[config.mk]
export PLATFORM = sky130hd
export DESIGN_NAME = dvs_ref_ramp
export DESIGN_NICKNAME = d
export VERILOG_FILES = /design/src/rtl/dvs_ramp_pkg.sv /design/src/rtl/dvs_target_map.sv /design/src/rtl/dvs_step_sel.sv /design/src/rtl/dvs_ramp_core.sv /design/src/rtl/dvs_ref_ramp.sv
export SDC_FILE = /design/constraint.sdc
export NUM_CORES = 1
export LEC_CHECK = 0
export BUFFER_PORTS_ARGS = -buffer_cell sky130_fd_sc_hd__buf_2
export CAP_MARGIN = 20
export CORE_MARGIN = 2
export CORE_UTILIZATION = 25
export CTS_CLUSTER_SIZE = 24
export DETAILED_ROUTE_END_ITERATION = 16
export GPL_ROUTABILITY_DRIVEN = 1
export PLACE_DENSITY_LB_ADDON = 0.1
export SETUP_SLACK_MARGIN = 0.05
export SLEW_MARGIN = 20
export SYNTH_ARGS = -nofsm -noshare
export SYNTH_HDL_FRONTEND = slang
export SYNTH_HIERARCHICAL = 1
export SYNTH_SLANG_ARGS = --single-unit
[constraint.sdc]
create_clock -name clk -period 10.5 [get_ports clk]
set_input_delay 1.05 -clock clk [delete_from_list [all_inputs] [get_ports clk]]
set_output_delay 1.05 -clock clk [all_outputs]
set_load 0.02 [all_outputs]
[src/rtl/dvs_ramp_pkg.sv]
package dvs_ramp_pkg;
  typedef logic [31:0] wide_t;

  typedef enum logic [1:0] {
    ST_OFF   = 2'd0,
    ST_SOFT  = 2'd1,
    ST_HOLD  = 2'd2,
    ST_GLIDE = 2'd3
  } ramp_st_e;

  function automatic wide_t range_base_uv(input logic [1:0] rng);
    return (rng == 2'b11) ? wide_t'(800000) : wide_t'(400000);
  endfunction

  function automatic wide_t range_lsb_uv(input logic [1:0] rng);
    case (rng)
      2'b00:   return wide_t'(1250);
      2'b01:   return wide_t'(2500);
      2'b10:   return wide_t'(5000);
      default: return wide_t'(10000);
    endcase
  endfunction

  function automatic wide_t slew_uv(input logic [1:0] sel);
    case (sel)
      2'b00:   return wide_t'(10000);
      2'b01:   return wide_t'(5000);
      2'b10:   return wide_t'(1250);
      default: return wide_t'(500);
    endcase
  endfunction

  function automatic wide_t soft_ticks(input logic [1:0] sel);
    return wide_t'(500) << sel;
  endfunction

  function automatic wide_t ceil_div(input wide_t num, input wide_t den);
    return (num + den - 1) / den;
  endfunction

  function automatic wide_t approach(input wide_t cur, input wide_t tgt, input wide_t step);
    if (cur < tgt)      return ((tgt - cur) <= step) ? tgt : cur + step;
    else if (cur > tgt) return ((cur - tgt) <= step) ? tgt : cur - step;
    else                return cur;
  endfunction
endpackage

[src/rtl/dvs_target_map.sv]
module dvs_target_map
  import dvs_ramp_pkg::*;
#(
  parameter int CODE_W = 8,
  parameter int UV_W   = 22
) (
  input  logic [CODE_W-1:0] code,
  input  logic [1:0]        rng,
  output logic [UV_W-1:0]   target_uv
);
  localparam int N_RANGES = 4;

  logic [UV_W-1:0] cand [N_RANGES];

  for (genvar g = 0; g < N_RANGES; g++) begin : g_rng
    assign cand[g] = UV_W'(range_base_uv(2'(g)) + range_lsb_uv(2'(g)) * wide_t'(code));
  end

  assign target_uv = cand[rng];
endmodule

[src/rtl/dvs_step_sel.sv]
module dvs_step_sel
  import dvs_ramp_pkg::*;
#(
  parameter int UV_W = 22
) (
  input  logic [1:0]      slew_sel,
  input  logic [1:0]      soft_sel,
  input  logic [UV_W-1:0] target_uv,
  output logic [UV_W-1:0] glide_step,
  output logic [UV_W-1:0] soft_step
);
  assign glide_step = UV_W'(slew_uv(slew_sel));
  assign soft_step  = UV_W'(ceil_div(wide_t'(target_uv), soft_ticks(soft_sel)));
endmodule

[src/rtl/dvs_ramp_core.sv]
module dvs_ramp_core
  import dvs_ramp_pkg::*;
#(
  parameter int UV_W = 22
) (
  input  logic            clk,
  input  logic            rst_n,
  input  logic            tick,
  input  logic            enable,
  input  logic [UV_W-1:0] target_uv,
  input  logic [UV_W-1:0] glide_step,
  input  logic [UV_W-1:0] soft_step,
  output logic [UV_W-1:0] ref_uv,
  output logic [UV_W-1:0] step_cur,
  output logic            soft_active,
  output logic            glide_active
);
  ramp_st_e        st_q, st_d;
  logic [UV_W-1:0] ref_q, ref_d;
  logic [UV_W-1:0] soft_q, soft_d;
  logic [UV_W-1:0] moved;

  always_comb begin
    step_cur = (st_q == ST_SOFT) ? soft_q : glide_step;
    moved    = UV_W'(approach(wide_t'(ref_q), wide_t'(target_uv), wide_t'(step_cur)));
    st_d     = st_q;
    ref_d    = ref_q;
    soft_d   = soft_q;
    if (!enable) begin
      st_d  = ST_OFF;
      ref_d = '0;
    end else begin
      case (st_q)
        ST_OFF: begin
          st_d   = ST_SOFT;
          soft_d = soft_step;
        end
        ST_SOFT, ST_GLIDE: begin
          if (tick) begin
            ref_d = moved;
            if (moved == target_uv) st_d = ST_HOLD;
          end
        end
        ST_HOLD: begin
          if (ref_q != target_uv) st_d = ST_GLIDE;
        end
        default: st_d = ST_OFF;
      endcase
    end
  end

  always_ff @(posedge clk or negedge rst_n) begin
    if (!rst_n) begin
      st_q   <= ST_OFF;
      ref_q  <= '0;
      soft_q <= '0;
    end else begin
      st_q   <= st_d;
      ref_q  <= ref_d;
      soft_q <= soft_d;
    end
  end

  assign ref_uv       = ref_q;
  assign soft_active  = (st_q == ST_SOFT);
  assign glide_active = (st_q == ST_GLIDE);
endmodule

[src/rtl/dvs_ref_ramp.sv]
module dvs_ref_ramp #(
  parameter int CODE_W = 8,
  parameter int UV_W   = 22
) (
  input  logic              clk,
  input  logic              rst_n,
  input  logic              tick_1us,
  input  logic              enable,
  input  logic [CODE_W-1:0] vcode,
  input  logic [1:0]        vrange,
  input  logic [1:0]        slew_sel,
  input  logic [1:0]        soft_sel,
  input  logic              blank_en,
  output logic [UV_W-1:0]   ref_uv,
  output logic              busy,
  output logic              pg_mask
);
  logic [UV_W-1:0] target_uv;
  logic [UV_W-1:0] glide_step;
  logic [UV_W-1:0] soft_step;
  logic [UV_W-1:0] step_cur;
  logic            soft_active;
  logic            glide_active;

  dvs_target_map #(.CODE_W(CODE_W), .UV_W(UV_W)) u_map (
    .code      (vcode),
    .rng       (vrange),
    .target_uv (target_uv)
  );

  dvs_step_sel #(.UV_W(UV_W)) u_steps (
    .slew_sel   (slew_sel),
    .soft_sel   (soft_sel),
    .target_uv  (target_uv),
    .glide_step (glide_step),
    .soft_step  (soft_step)
  );

  dvs_ramp_core #(.UV_W(UV_W)) u_core (
    .clk          (clk),
    .rst_n        (rst_n),
    .tick         (tick_1us),
    .enable       (enable),
    .target_uv    (target_uv),
    .glide_step   (glide_step),
    .soft_step    (soft_step),
    .ref_uv       (ref_uv),
    .step_cur     (step_cur),
    .soft_active  (soft_active),
    .glide_active (glide_active)
  );

  assign busy    = soft_active | glide_active;
  assign pg_mask = blank_en & glide_active;
endmodule

==> results of run 1 <==
stage by stage:
step	utilization	worst slack, ns	std cells
6_report	0.396	-42.58	7612
5_1_grt	0.396	-46.10	7611
4_1_cts	0.387	-42.30	7538
3_5_place_dp	0.370	-44.68	7362
3_3_place_gp	0.370	-43.62	7362
2_1_floorplan	-	-47.68	4255
registers in the layout (all words and copies together), names as in the netlist:
register       flops
u_core/soft_q     22
u_core/ref_uv     22
u_core/st_q        2
path summary, 6_finish.rpt:
check / from / to / slack, ns / cells past startpoint
min in group asynchronous: rst_n / u_core/soft_q[0] / 0.90 / 2
min: u_core/soft_q[19] / u_core/soft_q[19] / 0.51 / 1
max in group asynchronous: rst_n / u_core/soft_q[19] / 9.09 / 2
max reg2reg: u_core/ref_uv[1] / u_core/st_q[0] / 3.67 / 27
min reg2reg: u_core/soft_q[19] / u_core/soft_q[19] / 0.51 / 1
max: vcode[2] / u_core/soft_q[0] / -42.58 / 337
metal layers:
metal / vias to the layer above / wire length [microns]
met5: - / 0
met4: 0 / 2610
met3: 130 / 4960
met2: 766 / 63400
met1: 18003 / 65400
li1: 19336 / -
repair_timing:
action                     4_1_cts  5_1_grt
setup endpoints to repair       24       24
buffers inserted               168       80
pin swaps                      165       66
gates resized for setup        124      109
hold buffers                     0        0
cloned                           0        0
critical path, delay by kind of cell:
family	cells	cell delay (ns)
AOI/OAI and AO/OA	137	21.09
adders and majority gates	29	8.06
buffers and inverters	46	4.49
muxes	5	1.28
and+or+nand+nor	120	17.20
cell type report:
| type | count | area share |
|---|---|---|
| Sequential cell | 46 | 0.0243 |
| Inverter | 262 | 0.0215 |
| Tap cell | 1612 | 0.0425 |
| Clock buffer | 5 | 0.00264 |
| Antenna cell | 1 | 0.0000528 |
| Multi-Input combinational cell | 3792 | 0.607 |
| Clock inverter | 3 | 0.000924 |
| Timing Repair Buffer | 1891 | 0.301 |
==> impl_results.md, run 1 <==
* CTS Buf Count at 5
* Post-route setup slack at -42.58 ns
* Setup Skew at 0.0181 ns
* M2 GR Usage at 0.373
* Core ar. at 0.120 sq mm
* Max Buffers Root-to-Sink at 2
* Slowest CP cell: fa_1
* Average cell area after synthesis at 7.09 sq um
* Failing checks: setup timing
* Crit-path max cell delay at 0.57 ns
* Filler cell count at 12653
* Initial DRC count at 2092
* Pin count of the biggest net entering global routing at 47
* Most frequent cells in the layout: buf_4, nor2_1, ha_1
* Final wirelength at 136000 microns
* Least-Margin Pin Slew at 1.03 ns
* P&R area growth vs syn at 57.6%
* Hold_ws at 0.513 ns
* Crit path DAT at 53.28 ns
* Global-route wire length before repair at 212000 microns
* Final period util at 5.06
* Reg area at 0.00115 sq mm
* Final nets at 6428
* Vias after detailed routing at 38235
* Global routing usage on met3 at 0.0146
* Grt peak-use layer: met2
* Max Fclk at 18.8 MHz
* Top Ports at 43
* Vias in the first global route at 37693
* Wire per inst at 17.9 microns
* Setup TNS at -468.41 ns
* Crit end category: register
* RSZ-0062 raised after global routing: yes
* Chip height at 351 microns
* Die width at 351 microns
* Required time of the worst setup path at 10.70 ns
* Placed Area at 0.0443 sq mm
* Remaining antenna violation count after routing at 0
* Total clock sinks at 46
* Synth Cell Area at 0.0301 sq mm
* Commonest non-fill, non-tap cell in the layout: buf_4
* Met1 Track Usage GR at 0.295
* PortBufs at 42
* Initial Utilization at 0.251
* Gr usage total at 0.215
* Fin crit period at 53.08 ns
* H-tree levels at 2
* Die area at 0.123 sq mm
* DR pass1 iterations at 7
* Endpoints failing hold at 0
* Worst path most repeated cell: o21a_1
* DP HPWL at 115000 microns
* Max_slew headroom at 0.292
* Critical-path maximum fanout at 12
* Cell count after synthesis at 4246
* Outcome: complete, but fails checks
* TritonCTS clock tree: yes
* Initial antenna violation count at 1
* Area of the multi-input gates at 0.0288 sq mm
* Worst Hold Class: register to register
* Max-cap check violation count at 0
* Gr ovfl total at 0
* Clock slew seen by the registers of the worst setup and hold paths at 0.07 ns
* Root Buffer: clkbuf_16
* Setup crit start kind: input port
* DRC errors left at 0
* CP Class: input port to register
* Slew Limit Fails at 0
* Via/cell ratio at 5.02
* Finish-stage setup viols at 22
* Design Area, Final at 0.0474 sq mm
* Worst-Skew Late Latency at 0.33 ns
* Share of layout cells above drive strength 1 at 0.399
* Ys Warns at 6
* Number of cell rows at 127
* GP Congestion at 0.935
Power of run 1 is left out: the tool's default activity adds up to more than one toggle a clock period on the data nets, which glitch-free logic cannot reach.
==> run 2: changes to the inputs <==
--- a/config.mk
+++ b/config.mk
@@ -8,7 +8,7 @@
 export BUFFER_PORTS_ARGS = -buffer_cell sky130_fd_sc_hd__buf_2
 export CAP_MARGIN = 20
 export CORE_MARGIN = 2
-export CORE_UTILIZATION = 25
+export CORE_UTILIZATION = 40
 export CTS_CLUSTER_SIZE = 24
 export DETAILED_ROUTE_END_ITERATION = 16
 export GPL_ROUTABILITY_DRIVEN = 1
==> impl_results.md, run 2 (synthesis gave the netlist of run 1 again) <==
* Outcome: complete, but fails checks
* R2R Path Start: u_core/ref_uv[1]
* TritonCTS clock tree: yes
* Top delay family on crit path: compound AO/OA/AOI/OAI gates
* CTS Buf Count at 5
* Top Ports at 43
* Max-cap check violation count at 0
* Final period util at 5.13
* Max Buffers Root-to-Sink at 2
* Die area at 0.0774 sq mm
* Remaining antenna violation count after routing at 0
* Worst path most repeated cell: buf_4
* Commonest non-fill, non-tap cell in the layout: buf_4
* Initial DRC count at 2714
* Critical path buffers and inverters at 93
* Initial Utilization at 0.404
* Global-route wire length before repair at 196000 microns
* Crit-path max cell delay at 0.53 ns
* Post-route setup slack at -43.38 ns
* Slowest CP cell: mux4_2
* Pin count of the biggest net entering global routing at 47
* Max_slew headroom at 0.282
* CP Class: input port to register
* Max Fclk at 18.6 MHz
* R2r setup slk at 3.71 ns
* Area of the multi-input gates at 0.0290 sq mm
* Worst-Skew Late Latency at 0.31 ns
* Finish-stage setup viols at 22
* P&R area growth vs syn at 55.5%
* RSZ-0062 raised after global routing: yes
* Setup crit start kind: input port
* Required time of the worst setup path at 10.69 ns
* Clock slew seen by the registers of the worst setup and hold paths at 0.07 ns
* DP HPWL at 99100 microns
* Critical-path maximum fanout at 11
* Ant diodes at 0
* Gr ovfl total at 0
* Via/cell ratio at 5.61
* GP Congestion at 0.985
* Initial antenna violation count at 2
* Final wirelength at 125000 microns
* Chip height at 278 microns
* PortBufs at 42
* Dpl ws at -44.42 ns
* Crit path DAT at 54.07 ns
* Crit end category: register
* Share of layout cells above drive strength 1 at 0.403
* RR Endpoint: u_core/st_q[0]
* Die width at 278 microns
* Gr usage total at 0.307
* Worst R2R Path Depth at 27
* Most frequent cells in the layout: buf_4, nor2_1, ha_1
* Crit path from: vcode[2]
* Filler cell count at 6619
* Slew Limit Fails at 0
* Wire per inst at 18.0 microns
* Crit path depth at 348
* DRC errors left at 0
* Worst Hold Class: register to register
* Total clock sinks at 46
* Number of cell rows at 100
* Vias after detailed routing at 39106
* Root Buffer: clkbuf_16
* Setup Skew at 0.00790 ns
* Vias in the first global route at 37696
* DR pass1 iterations at 6
* Core ar. at 0.0744 sq mm
* Least-Margin Pin Slew at 1.07 ns
* Final nets at 6433
* Endpoints failing hold at 0
* Failing checks: setup timing
* Crit path capture: u_core/soft_q[0]
* Reg area at 0.00115 sq mm
* Fin crit period at 53.88 ns
* H-tree levels at 2
[run 2: worst register-to-register path, cell delays in order (launching register included)]
cell	delay, ns
dfrtp_1	0.73
inv_1	0.10
ha_1	0.34
nor2b_1	0.13
o21ai_0	0.11
a21oi_1	0.22
o21ai_0	0.14
a21boi_0	0.29
o21ai_0	0.14
a21oi_1	0.25
o211ai_1	0.17
a21boi_0	0.26
o21ai_0	0.21
a311o_1	0.32
xnor2_1	0.13
ha_1	0.30
nand2_1	0.11
nor4_1	0.08
buf_4	0.15
o31ai_1	0.12
a32o_1	0.33
nand2_1	0.12
nand2_1	0.10
o2111ai_1	0.12
or4_1	0.54
or4_1	0.56
or3_1	0.42
o21a_1	0.21
[run 2: stage by stage]
step	util	hold WS (ns)	cells	cell area (sq um)	TNS, ns
6_report	0.629	0.509	6972	46800	-473.45
5_1_grt	0.629	0.538	6972	46800	-506.92
4_1_cts	0.612	0.515	6897	45600	-458.52
3_5_place_dp	0.572	0.497	6604	42600	-493.02
3_3_place_gp	0.572	0.488	6604	42600	-473.16
2_1_floorplan	-	0.475	4255	30900	-533.44
[run 2: metal layers]
layer,up-vias,routed length [microns],track usage
met4,4,3430,0.0755
met2,1127,58400,0.530
met5,-,21,0
li1,19375,-,-
met1,18392,56800,0.408
met3,208,6620,0.0289
[run 2: area by class of cell]
cell class	instances	share of cell area
multi-input combinational	3793	0.621
clock buffer	6	0.00275
sequential	46	0.0246
tap	969	0.0259
clock inverter	1	0.000160
inverter	262	0.0218
timing repair buffer	1895	0.304
[run 2: repair_timing]
item / 4_1_cts / 5_1_grt
setup endpoints to repair: 22 / 24
gates cloned: 1 / 0
pin swaps: 185 / 141
setup buffers: 290 / 85
resized for setup: 141 / 138
hold buffers: 0 / 0
[run 2: worst min-delay path by stage]
| stage | start | to | cells past startpoint |
|---|---|---|---|
| after global routing | u_core/soft_q[2] | u_core/soft_q[2] | 1 |
| after CTS | u_core/soft_q[2] | u_core/soft_q[2] | 1 |
| after detailed placement | u_core/soft_q[4] | u_core/soft_q[4] | 1 |
| final | u_core/soft_q[1] | u_core/soft_q[1] | 1 |
| after floorplan | u_core/soft_q[0] | u_core/soft_q[0] | 1 |
| after global placement | u_core/soft_q[1] | u_core/soft_q[1] | 1 |
Power of run 2 is left out for the same reason.
